`src/rtl/rxpf_pkg.sv`:
```
package rxpf_pkg;
  typedef enum logic [1:0] {
    KIND_DATA = 2'b00,
    KIND_CTRL = 2'b01,
    KIND_FILL = 2'b10,
    KIND_BAD  = 2'b11
  } frame_kind_e;
endpackage

```
`src/rtl/rxpf_pair_assembler.sv`:
```
module rxpf_pair_assembler
  import rxpf_pkg::*;
#(
  parameter int HALF_W = 16
) (
  input  logic                clk,
  input  logic                rst_n,
  input  logic                clr,
  input  logic                in_valid,
  input  frame_kind_e         in_kind,
  input  logic [HALF_W-1:0]   in_data,
  input  logic                wr_ready,
  output logic                wr_en,
  output logic [2*HALF_W-1:0] wr_data,
  output logic                odd_evt,
  output logic                bad_evt,
  output logic                ovf_evt
);
  logic              half_vld_q, half_vld_d;
  logic [HALF_W-1:0] half_q;
  logic              half_load;
  logic              odd_c, bad_c, ovf_c, wr_c;

  always_comb begin
    half_vld_d = half_vld_q;
    half_load  = 1'b0;
    wr_c       = 1'b0;
    odd_c      = 1'b0;
    bad_c      = 1'b0;
    ovf_c      = 1'b0;
    if (clr) begin
      half_vld_d = 1'b0;
    end else if (in_valid) begin
      if (in_kind == KIND_DATA) begin
        if (!half_vld_q) begin
          half_load  = 1'b1;
          half_vld_d = 1'b1;
        end else begin
          half_vld_d = 1'b0;
          if (wr_ready) wr_c = 1'b1;
          else          ovf_c = 1'b1;
        end
      end else begin
        odd_c      = half_vld_q;
        half_vld_d = 1'b0;
        bad_c      = (in_kind == KIND_BAD);
      end
    end
  end

  assign wr_en   = wr_c;
  assign wr_data = {in_data, half_q};

  always_ff @(posedge clk or negedge rst_n) begin
    if (!rst_n) begin
      half_vld_q <= 1'b0;
      odd_evt    <= 1'b0;
      bad_evt    <= 1'b0;
      ovf_evt    <= 1'b0;
    end else begin
      half_vld_q <= half_vld_d;
      odd_evt    <= odd_c;
      bad_evt    <= bad_c;
      ovf_evt    <= ovf_c;
    end
  end

  always_ff @(posedge clk or negedge rst_n) begin
    if (!rst_n) begin
      half_q <= '0;
    end else if (half_load) begin
      half_q <= in_data;
    end
  end
endmodule

```
`src/rtl/rxpf_word_fifo.sv`:
```
module rxpf_word_fifo #(
  parameter int WIDTH = 32,
  parameter int DEPTH = 64
) (
  input  logic             clk,
  input  logic             rst_n,
  input  logic             clr,
  input  logic             wr_en,
  input  logic [WIDTH-1:0] wr_data,
  input  logic             rd_en,
  output logic [WIDTH-1:0] rd_data,
  output logic             empty,
  output logic             full,
  output logic             half
);
  localparam int AW       = $clog2(DEPTH);
  localparam int CW       = AW + 1;
  localparam int HALF_LVL = DEPTH / 2;

  logic [WIDTH-1:0] mem [DEPTH];
  logic [AW-1:0]    wptr_q, wptr_d, rptr_q, rptr_d;
  logic [CW-1:0]    cnt_q, cnt_d;
  logic             push, pop;

  assign push = wr_en && !full;
  assign pop  = rd_en && !empty;

  always_comb begin
    wptr_d = wptr_q;
    rptr_d = rptr_q;
    cnt_d  = cnt_q;
    if (clr) begin
      wptr_d = '0;
      rptr_d = '0;
      cnt_d  = '0;
    end else begin
      if (push) wptr_d = (wptr_q == AW'(DEPTH-1)) ? '0 : wptr_q + 1'b1;
      if (pop)  rptr_d = (rptr_q == AW'(DEPTH-1)) ? '0 : rptr_q + 1'b1;
      if (push && !pop)      cnt_d = cnt_q + 1'b1;
      else if (pop && !push) cnt_d = cnt_q - 1'b1;
    end
  end

  always_ff @(posedge clk or negedge rst_n) begin
    if (!rst_n) begin
      wptr_q <= '0;
      rptr_q <= '0;
      cnt_q  <= '0;
    end else begin
      wptr_q <= wptr_d;
      rptr_q <= rptr_d;
      cnt_q  <= cnt_d;
    end
  end

  for (genvar e = 0; e < DEPTH; e++) begin : g_entry
    logic entry_we;
    assign entry_we = push && !clr && (wptr_q == AW'(e));
    always_ff @(posedge clk) begin
      if (entry_we) mem[e] <= wr_data;
    end
  end

  assign rd_data = mem[rptr_q];
  assign empty   = (cnt_q == '0);
  assign full    = (cnt_q == CW'(DEPTH));
  assign half    = (cnt_q >= CW'(HALF_LVL));
endmodule

```
`src/rtl/rxpf_link_status.sv`:
```
module rxpf_link_status
  import rxpf_pkg::*;
(
  input  logic        clk,
  input  logic        rst_n,
  input  logic        in_valid,
  input  frame_kind_e in_kind,
  input  logic        in_flag_bit,
  input  logic        override,
  input  logic        link_ready,
  output logic        remote_af,
  output logic        link_evt
);
  logic af_q, af_d, af_en;

  assign af_en = in_valid && (in_kind == KIND_CTRL);
  assign af_d  = in_flag_bit;

  always_ff @(posedge clk or negedge rst_n) begin
    if (!rst_n) begin
      af_q     <= 1'b0;
      link_evt <= 1'b0;
    end else begin
      if (af_en) af_q <= af_d;
      link_evt <= !link_ready;
    end
  end

  assign remote_af = af_q && !override;
endmodule

```
`src/rtl/rxpf_rx_framer.sv`:
```
module rxpf_rx_framer
  import rxpf_pkg::*;
#(
  parameter int HALF_W     = 16,
  parameter int FIFO_DEPTH = 64
) (
  input  logic                clk,
  input  logic                rst_n,
  input  logic                path_reset,
  input  logic                frm_valid,
  input  logic [1:0]          frm_kind,
  input  logic [HALF_W-1:0]   frm_payload,
  input  logic                link_ready,
  input  logic                remote_full_override,
  input  logic                rd_en,
  output logic [2*HALF_W-1:0] rd_data,
  output logic                fifo_empty,
  output logic                fifo_half,
  output logic                remote_almost_full,
  output logic                evt_invalid,
  output logic                evt_odd_word,
  output logic                evt_overflow,
  output logic                evt_link_down
);
  localparam int WORD_W = 2 * HALF_W;

  frame_kind_e       kind;
  logic              wr_en, fifo_full;
  logic [WORD_W-1:0] wr_data;

  assign kind = frame_kind_e'(frm_kind);

  rxpf_pair_assembler #(.HALF_W(HALF_W)) i_pair (
    .clk      (clk),
    .rst_n    (rst_n),
    .clr      (path_reset),
    .in_valid (frm_valid),
    .in_kind  (kind),
    .in_data  (frm_payload),
    .wr_ready (!fifo_full),
    .wr_en    (wr_en),
    .wr_data  (wr_data),
    .odd_evt  (evt_odd_word),
    .bad_evt  (evt_invalid),
    .ovf_evt  (evt_overflow)
  );

  rxpf_word_fifo #(.WIDTH(WORD_W), .DEPTH(FIFO_DEPTH)) i_fifo (
    .clk     (clk),
    .rst_n   (rst_n),
    .clr     (path_reset),
    .wr_en   (wr_en),
    .wr_data (wr_data),
    .rd_en   (rd_en),
    .rd_data (rd_data),
    .empty   (fifo_empty),
    .full    (fifo_full),
    .half    (fifo_half)
  );

  rxpf_link_status i_stat (
    .clk         (clk),
    .rst_n       (rst_n),
    .in_valid    (frm_valid),
    .in_kind     (kind),
    .in_flag_bit (frm_payload[0]),
    .override    (remote_full_override),
    .link_ready  (link_ready),
    .remote_af   (remote_almost_full),
    .link_evt    (evt_link_down)
  );
endmodule

```
`config.mk`:
```
export PLATFORM = sky130hd
export DESIGN_NAME = rxpf_rx_framer
export DESIGN_NICKNAME = d
export VERILOG_FILES = /design/src/rtl/rxpf_pkg.sv /design/src/rtl/rxpf_pair_assembler.sv /design/src/rtl/rxpf_word_fifo.sv /design/src/rtl/rxpf_link_status.sv /design/src/rtl/rxpf_rx_framer.sv
export SDC_FILE = /design/constraint.sdc
export NUM_CORES = 2
export LEC_CHECK = 0
export ABC_AREA = 0
export ABC_CLOCK_PERIOD_IN_PS = 4150
export BUFFER_PORTS_ARGS = -buffer_cell sky130_fd_sc_hd__buf_2
export CAP_MARGIN = 15
export CORE_UTILIZATION = 45
export CTS_BUF_LIST = sky130_fd_sc_hd__clkbuf_4
export DETAILED_ROUTE_END_ITERATION = 6
export HOLD_SLACK_MARGIN = 0.05
export PLACE_DENSITY = 0.65
export REMOVE_ABC_BUFFERS = 1
export SETUP_SLACK_MARGIN = 0.5
export SLEW_MARGIN = 20
export SYNTH_ARGS = -nofsm -noshare
export SYNTH_HDL_FRONTEND = slang
export SYNTH_SLANG_ARGS = --single-unit
```
`constraint.sdc`:
```
create_clock -name clk -period 4.15 [get_ports clk]
set_input_delay 0.415 -clock clk [delete_from_list [all_inputs] [get_ports clk]]
set_output_delay 0.415 -clock clk [all_outputs]
set_load 0.01 [all_outputs]
```
# After elaboration in Yosys (flattened, before gate mapping)
# Memories as Yosys holds them, arrays and structs flattened.
# Index checks and enable logic that the tools add are counted.
[op_classes]
add_sub_neg = 4
n_lt_le_gt_ge = 1
n_eq_ne = 67
mux = 348
n_reduce_logical = 148
[ops]
columns = ["op", "n"]
rows = [
  ["32-bit 2-to-1 mux", 63],
  ["32-bit OR reduction", 63],
  ["6-bit 2-to-1 mux", 69],
  ["1-bit 2-to-1 mux", 213],
  ["6-bit == test (second input constant)", 33],
  ["6-bit by 5-bit == test with 1-bit output (second input constant)", 16],
  ["1-bit logical AND", 71],
  ["6-bit by 4-bit == test with 1-bit output (second input constant)", 8],
  ["6-bit by 3-bit == test with 1-bit output (second input constant)", 4],
  ["7-bit 2-to-1 mux", 3],
  ["6-bit by 1-bit adder with 6-bit output (second input constant)", 2],
  ["6-bit by 2-bit == test with 1-bit output (second input constant)", 2],
  ["7-bit by 1-bit adder with 7-bit output (second input constant)", 1],
  ["7-bit == test (second input constant)", 1],
  ["7-bit by 6-bit greater-or-equal comparator with 1-bit output (second input constant)", 1],
  ["1-bit zero test", 7],
  ["7-bit zero test", 1],
  ["7-bit by 1-bit subtractor with 7-bit output (second input constant)", 1],
  ["6-bit by 1-bit == test with 1-bit output (second input constant)", 1],
  ["6-bit zero test", 1],
  ["2-bit nonzero test", 3],
  ["3-bit nonzero test", 1],
  ["2-bit by 1-bit == test with 1-bit output (second input constant)", 1],
  ["2-bit == test (second input constant)", 1],
  ["2-bit zero test", 1],
]
[totals]
regBits = 41
ram_bits = 2048
in_bits = 25
output_inout_bits = 39
word_cells = 579
memories = 1
[mem_list]
columns = ["memory", "words", "width", "read_ports", "rd_ports_with_merged_regs", "write_ports", "line_no", "text"]
rows = [
  ["i_fifo.mem", 64, 32, 1, 0, 1, "rxpf_word_fifo.sv:20", "logic [WIDTH-1:0] mem [DEPTH];"],
]

# Depth between registers and ports, before layout
[logic_depth]
word_depth = 75
mapped_depth = 12
ltp_nobuf = 11

# Hierarchy
# From an unflattened synthesis, not the netlist that was laid out.
[hier_totals]
cells_unflattened = 3507
area_unflattened_um2 = 80521.0
[modules_own_cells]
columns = ["module", "instances", "cells_each", "area_per_inst_um2", "seq_area_each_um2"]
rows = [
  ["rxpf_word_fifo", 1, 3436, 79486.2, 61974.4],
  ["rxpf_pair_assembler", 1, 64, 935.9, 500.5],
  ["rxpf_link_status", 1, 6, 95.1, 50.0],
  ["rxpf_rx_framer", 1, 1, 3.8, 0.0],
]

# Worst setup path before layout
# OpenSTA, ideal clock, no wires.
[synth_timing]
path_type = "input port to flip-flop"
start = "in path_reset"
end = "mem i_fifo.mem[47][0], enable pin"
setup_ps = 468
t_arrival_ps = 3946
t_required_ps = 3682
slack_ps = -264
cell_stages = 5
path_buffers = 1
cell_sequence = "clkbuf_1 -> nand3b_1 -> a311oi_2 -> nand4_1 -> nor3b_1"
[synth_via]
elab_cells_between_ends = 385
classes_between = "mux (255); reduce/logical (130)"
[synth_lines]
columns = ["item", "line_no", "text"]
rows = [
  ["from (decl)", "rxpf_rx_framer.sv:9", "input logic path_reset,"],
  ["1-bit 2-to-1 mux", "rxpf_pair_assembler.sv:31", "if (clr) begin"],
  ["1-bit logical AND", "rxpf_word_fifo.sv:25", "assign push = wr_en && !full;"],
  ["1-bit logical AND (*) (2 in series)", "rxpf_word_fifo.sv:58", "assign entry_we = push && !clr && (wptr_q == AW'(e));"],
  ["named net i_fifo.g_entry[47].entry_we", "rxpf_word_fifo.sv:57", "logic entry_we;"],
  ["1-bit 2-to-1 mux (*)", "rxpf_word_fifo.sv:60", "if (entry_we) mem[e] <= wr_data;"],
  ["1-bit 2-to-1 mux (implied by the code) (*)", "rxpf_word_fifo.sv:60", ""],
  ["32-bit OR reduction (no source line)", "-", ""],
  ["6-bit 2-to-1 mux (no source line) or 1-bit 2-to-1 mux (tied branches) (17 in series)", "-", ""],
  ["to (decl)", "rxpf_word_fifo.sv:20", ""],
]
# The timed path passes the listed nets; every way through them passes the cells marked *.

# Worst setup path after layout
[layout_timing]
start = "reg i_fifo.rptr_q[0]"
end = "out rd_data[5]"
[layout_via]
elab_chain_cells = 1
[layout_lines]
columns = ["item", "line_no", "text"]
rows = [
  ["from (decl)", "rxpf_word_fifo.sv:21", "logic [AW-1:0] wptr_q, wptr_d, rptr_q, rptr_d;"],
  ["from (signal assigned)", "rxpf_word_fifo.sv:51", "rptr_q <= rptr_d;"],
  ["memory 64 x 32 bit", "-", ""],
  ["to (decl)", "rxpf_rx_framer.sv:16", "output logic [2*HALF_W-1:0] rd_data,"],
]
# No other way between the ends.

==> run_results.csv <==
group,metric,value,unit
run_status,run_status,"finished with violations",
run_status,violations,"setup timing",
worst_setup_path,worst-path-max-fanout,8,
finish,utilization,0.543,
sta,tns,-11.53,ns
grt,grt_pass1_wl,308000,um
finish,layout-drive-gt1-share,0.437,
floorplanning,dieArea,0.180,mm2
pwr,power,50.5,mW
synthesis,yosysSeqAreaShare,0.778,
cts,htree_levels,6,
sta,final.hold.worst_slack,0.201,ns
finish,syn_to_final_growth,19.4,%
worst_setup_path,crit_start,"i_fifo.rptr_q[0]",
synthesis,synth-compound-area-share,0.0203,
worst_setup_path,cp.arrival,4.24,ns
synthesis,synthArstFlopShare,0.0196,
synthesis,synth_xor_area_frac,0.000762,
cts,clock_path_buffers,4,
floorplanning,pin_count,64,
synthesis,synth-main-ff-cell,"edfxtp_1",
sta,timing.final.crit_share,1.12,
worst_setup_path,reg2reg_from,"i_fifo.cnt_q[2]",
pwr,p_leak,30.6,nW
floorplanning,core_area,0.177,mm2
grt,antenna_found_initial,9,
drt,vias_per_cell,6.01,
cts,numCtsBuffers,545,
pwr,irDropWorstVdd,0.299,mV
synthesis,synth_warnings,0,
flow_run,drv_cap,0,
synthesis,synthAdderAreaFrac,0.00196,
min_path,worstHoldStart,"frm_payload[7]",
drt,ant_nets,0,
floorplanning,row_count,154,
synthesis,synth-simple-area-share,0.0148,
drt,wire_per_inst,31.2,um
worst_setup_path,start_kind,"flop",
placement,hpwl,111000,um
cts,worstSkewPairLatency,1.35,ns
floorplanning,fp.dieW,425,um
sta,clock_skew,0.103,ns
drt,drc,0,
drt,first_iter_violations,4750,
sta,tightestPinTransition,1.19,ns
grt,grt.total_usage,0.243,
placement,gp_congestion,0.788,
synthesis,synth.area.mux_share,0.170,
worst_setup_path,path_class,"reg -> out",
worst_setup_path,critPathRequiredTime,3.73,ns
synthesis,synth_edf_count,2048,
placement,dp_slack,0.00469,ns
sta,slew-limit-headroom,0.202,
min_path,hp-class,"in -> reg",
cts,cts_root_buf,"clkbuf_4",
cts,clkTransAtPathRegs,0.07,ns
synthesis,synth_seq_cells,2089,
sta,finalMaxSlewViolations,0,
finish,nets,4351,
floorplanning,initial_core_util,0.455,
grt,overflow,0,
sta,worst_slack,-0.500,ns
sta,maxClockFrequency,215,MHz
synthesis,syn_inst,3489,
drt,wirelength,218000,um
grt,first_global_vias,42900,
synthesis,netlist_area,0.0804,mm2
pwr,p_per_area,526,mW/mm2
sta,fin_crit,4.65,ns
cts,clkSinkCount,2089,
floorplanning,die_h,425,um
drt,firstDrtPassIters,5,
sta,finalHoldViolCount,0,
sta,rsz0062_at_grt,"yes",
synthesis,synth.distinct_cells,62,
placement,io_buffers,63,
cts,cts_tree,"yes",
sta,finalSetupViolCount,32,
drt,vias,42000,
worst_setup_path,end_kind,"output port",
synthesis,synth_top_family_by_area,"multiplexers",
synthesis,syn_avg_cell_area,23.0,um2
grt,grt_max_degree,82,
-- power by group --
group          leakage, nW  internal, mW  switching [mW]
clock network         3.96          9.45            7.97
registers             18.9          23.8           0.657
logic                 7.71          4.77            3.87
-- kinds of logic after synthesis --
logic type,count (synthesis)
buf+inv,201
xor+xnor,7
compound gates,234
mux,683
simple gates,263
fa+ha+maj,12
flops,2089
-- worst max-delay path: stages (launching register included) --
cell,delay [ns]
dfrtp_4,0.50
buf_12,0.16
buf_16,0.15
mux4_2,0.52
mux4_2,0.53
a22oi_2,0.58
buf_4,0.25
nand2_4,0.05
buf_6,0.12
-- synth_stat cells, types with 9 or more instances --
cell	number	area (um2)
edfxtp_1	2048	61500
mux4_2	545	12300
mux2i_1	119	1190
nor2_1	106	398
clkbuf_1	71	267
nand2_1	66	248
dfrtp_1	41	1030
a21oi_1	38	190
buf_2	38	190
buf_1	35	131
a22oi_1	32	240
o22ai_1	32	200
o21ai_0	29	145
buf_6	27	304
o221ai_1	22	193
mux2_2	19	214
nand3_1	19	95.1
nand2b_1	16	100
a31oi_1	15	93.8
a221oi_1	11	96.3
ha_1	11	138
inv_1	11	41.3
nor3_1	11	55.1
a221o_1	10	100
nor2b_1	9	56.3
-- per-stage QoR --
stage | instances | area, um2
2_1_floorplan | 3300 | 79300
6_report | 6991 | 96000
4_1_cts | 6944 | 95100
3_3_place_gp | 5922 | 85400
3_5_place_dp | 5922 | 85400
5_1_grt | 6991 | 96000
-- state kept, by name, indices dropped and copies added (netlist names) --
name	cells
i_pair.bad_evt	1
i_pair.odd_evt	1
i_stat.link_evt	1
i_pair.ovf_evt	1
i_fifo.cnt_q	7
i_fifo.rptr_q	6
i_fifo.wptr_q	6
i_pair.half_vld_q	1
i_stat.af_q	1
i_fifo.mem	2048
i_pair.half_q	16
-- path summary, 6_finish.rpt --
path	slack (ns)	to	cells after the start
max in group asynchronous	3.55	i_pair.half_q[12]	4
worst max register to register	0.89	i_fifo.cnt_q[6]	13
worst max-delay path	-0.50	rd_data[5]	8
min in group asynchronous	0.25	i_stat.link_evt	4
worst min-delay path	0.20	i_fifo.mem[38][23]	2
worst min register to register	0.52	i_pair.half_q[6]	1
-- layer usage --
metal | wire length, um | share of wire | vias to the layer above | track usage
li1 | - | - | 16900 | -
met1 | 81800 | 0.37 | 22300 | 0.319
met2 | 106000 | 0.49 | 2490 | 0.384
met3 | 23300 | 0.11 | 371 | 0.0734
met4 | 6920 | 0.032 | 2 | 0.0943
met5 | 20 | 0.000092 | - | 0
-- final cells by class --
type                    instances  area (um2)
fillers                     13400       80900
clock inverters               102         797
clock buffers                 776        5830
diodes                          6        15.0
repair buffers                466        5720
multi-input cells            1199       18000
flip-flops and latches       2089       62600
well taps                    2340        2930
inverters                      12        61.3
repair inverters                1        8.76
-- placed cells by master (no fill, tap or decap), types with 8 or more instances in the layout --
| cell type | instances |
|---|---|
| buf_4 | 214 |
| a21oi_2 | 10 |
| dlygate4sd3_1 | 38 |
| buf_2 | 31 |
| nor2_1 | 38 |
| buf_16 | 46 |
| a22oi_1 | 9 |
| clkinv_1 | 66 |
| mux2_2 | 19 |
| a221o_1 | 10 |
| o21ai_2 | 8 |
| dfrtp_4 | 16 |
| ha_1 | 11 |
| o21ai_0 | 18 |
| a22oi_2 | 23 |
| clkbuf_4 | 776 |
| inv_2 | 11 |
| nand3_1 | 15 |
| mux4_2 | 545 |
| nand2_2 | 8 |
| o22ai_1 | 20 |
| a21oi_1 | 25 |
| bufinv_16 | 15 |
| nand2b_1 | 14 |
| o221ai_1 | 14 |
| inv_1 | 11 |
| buf_8 | 9 |
| dfrtp_1 | 21 |
| o221ai_2 | 8 |
| a31oi_1 | 9 |
| nor2_4 | 64 |
| edfxtp_1 | 2048 |
| nand2_1 | 49 |
| nor3_1 | 8 |
| buf_12 | 61 |
| nand2_4 | 8 |
| buf_6 | 56 |
| mux2i_1 | 118 |
-- timing repair --
action                                  in CTS  in global routing
buffers inserted                            72                 37
hold buffers                                39                  0
endpoints found under the setup margin      32                 32
hold endpoints to repair                  1106                  0
gates cloned                                33                  4
pin swaps                                   41                 46
resized for setup                          262                 84
Note: power is estimated with default switching activity, not from simulation.
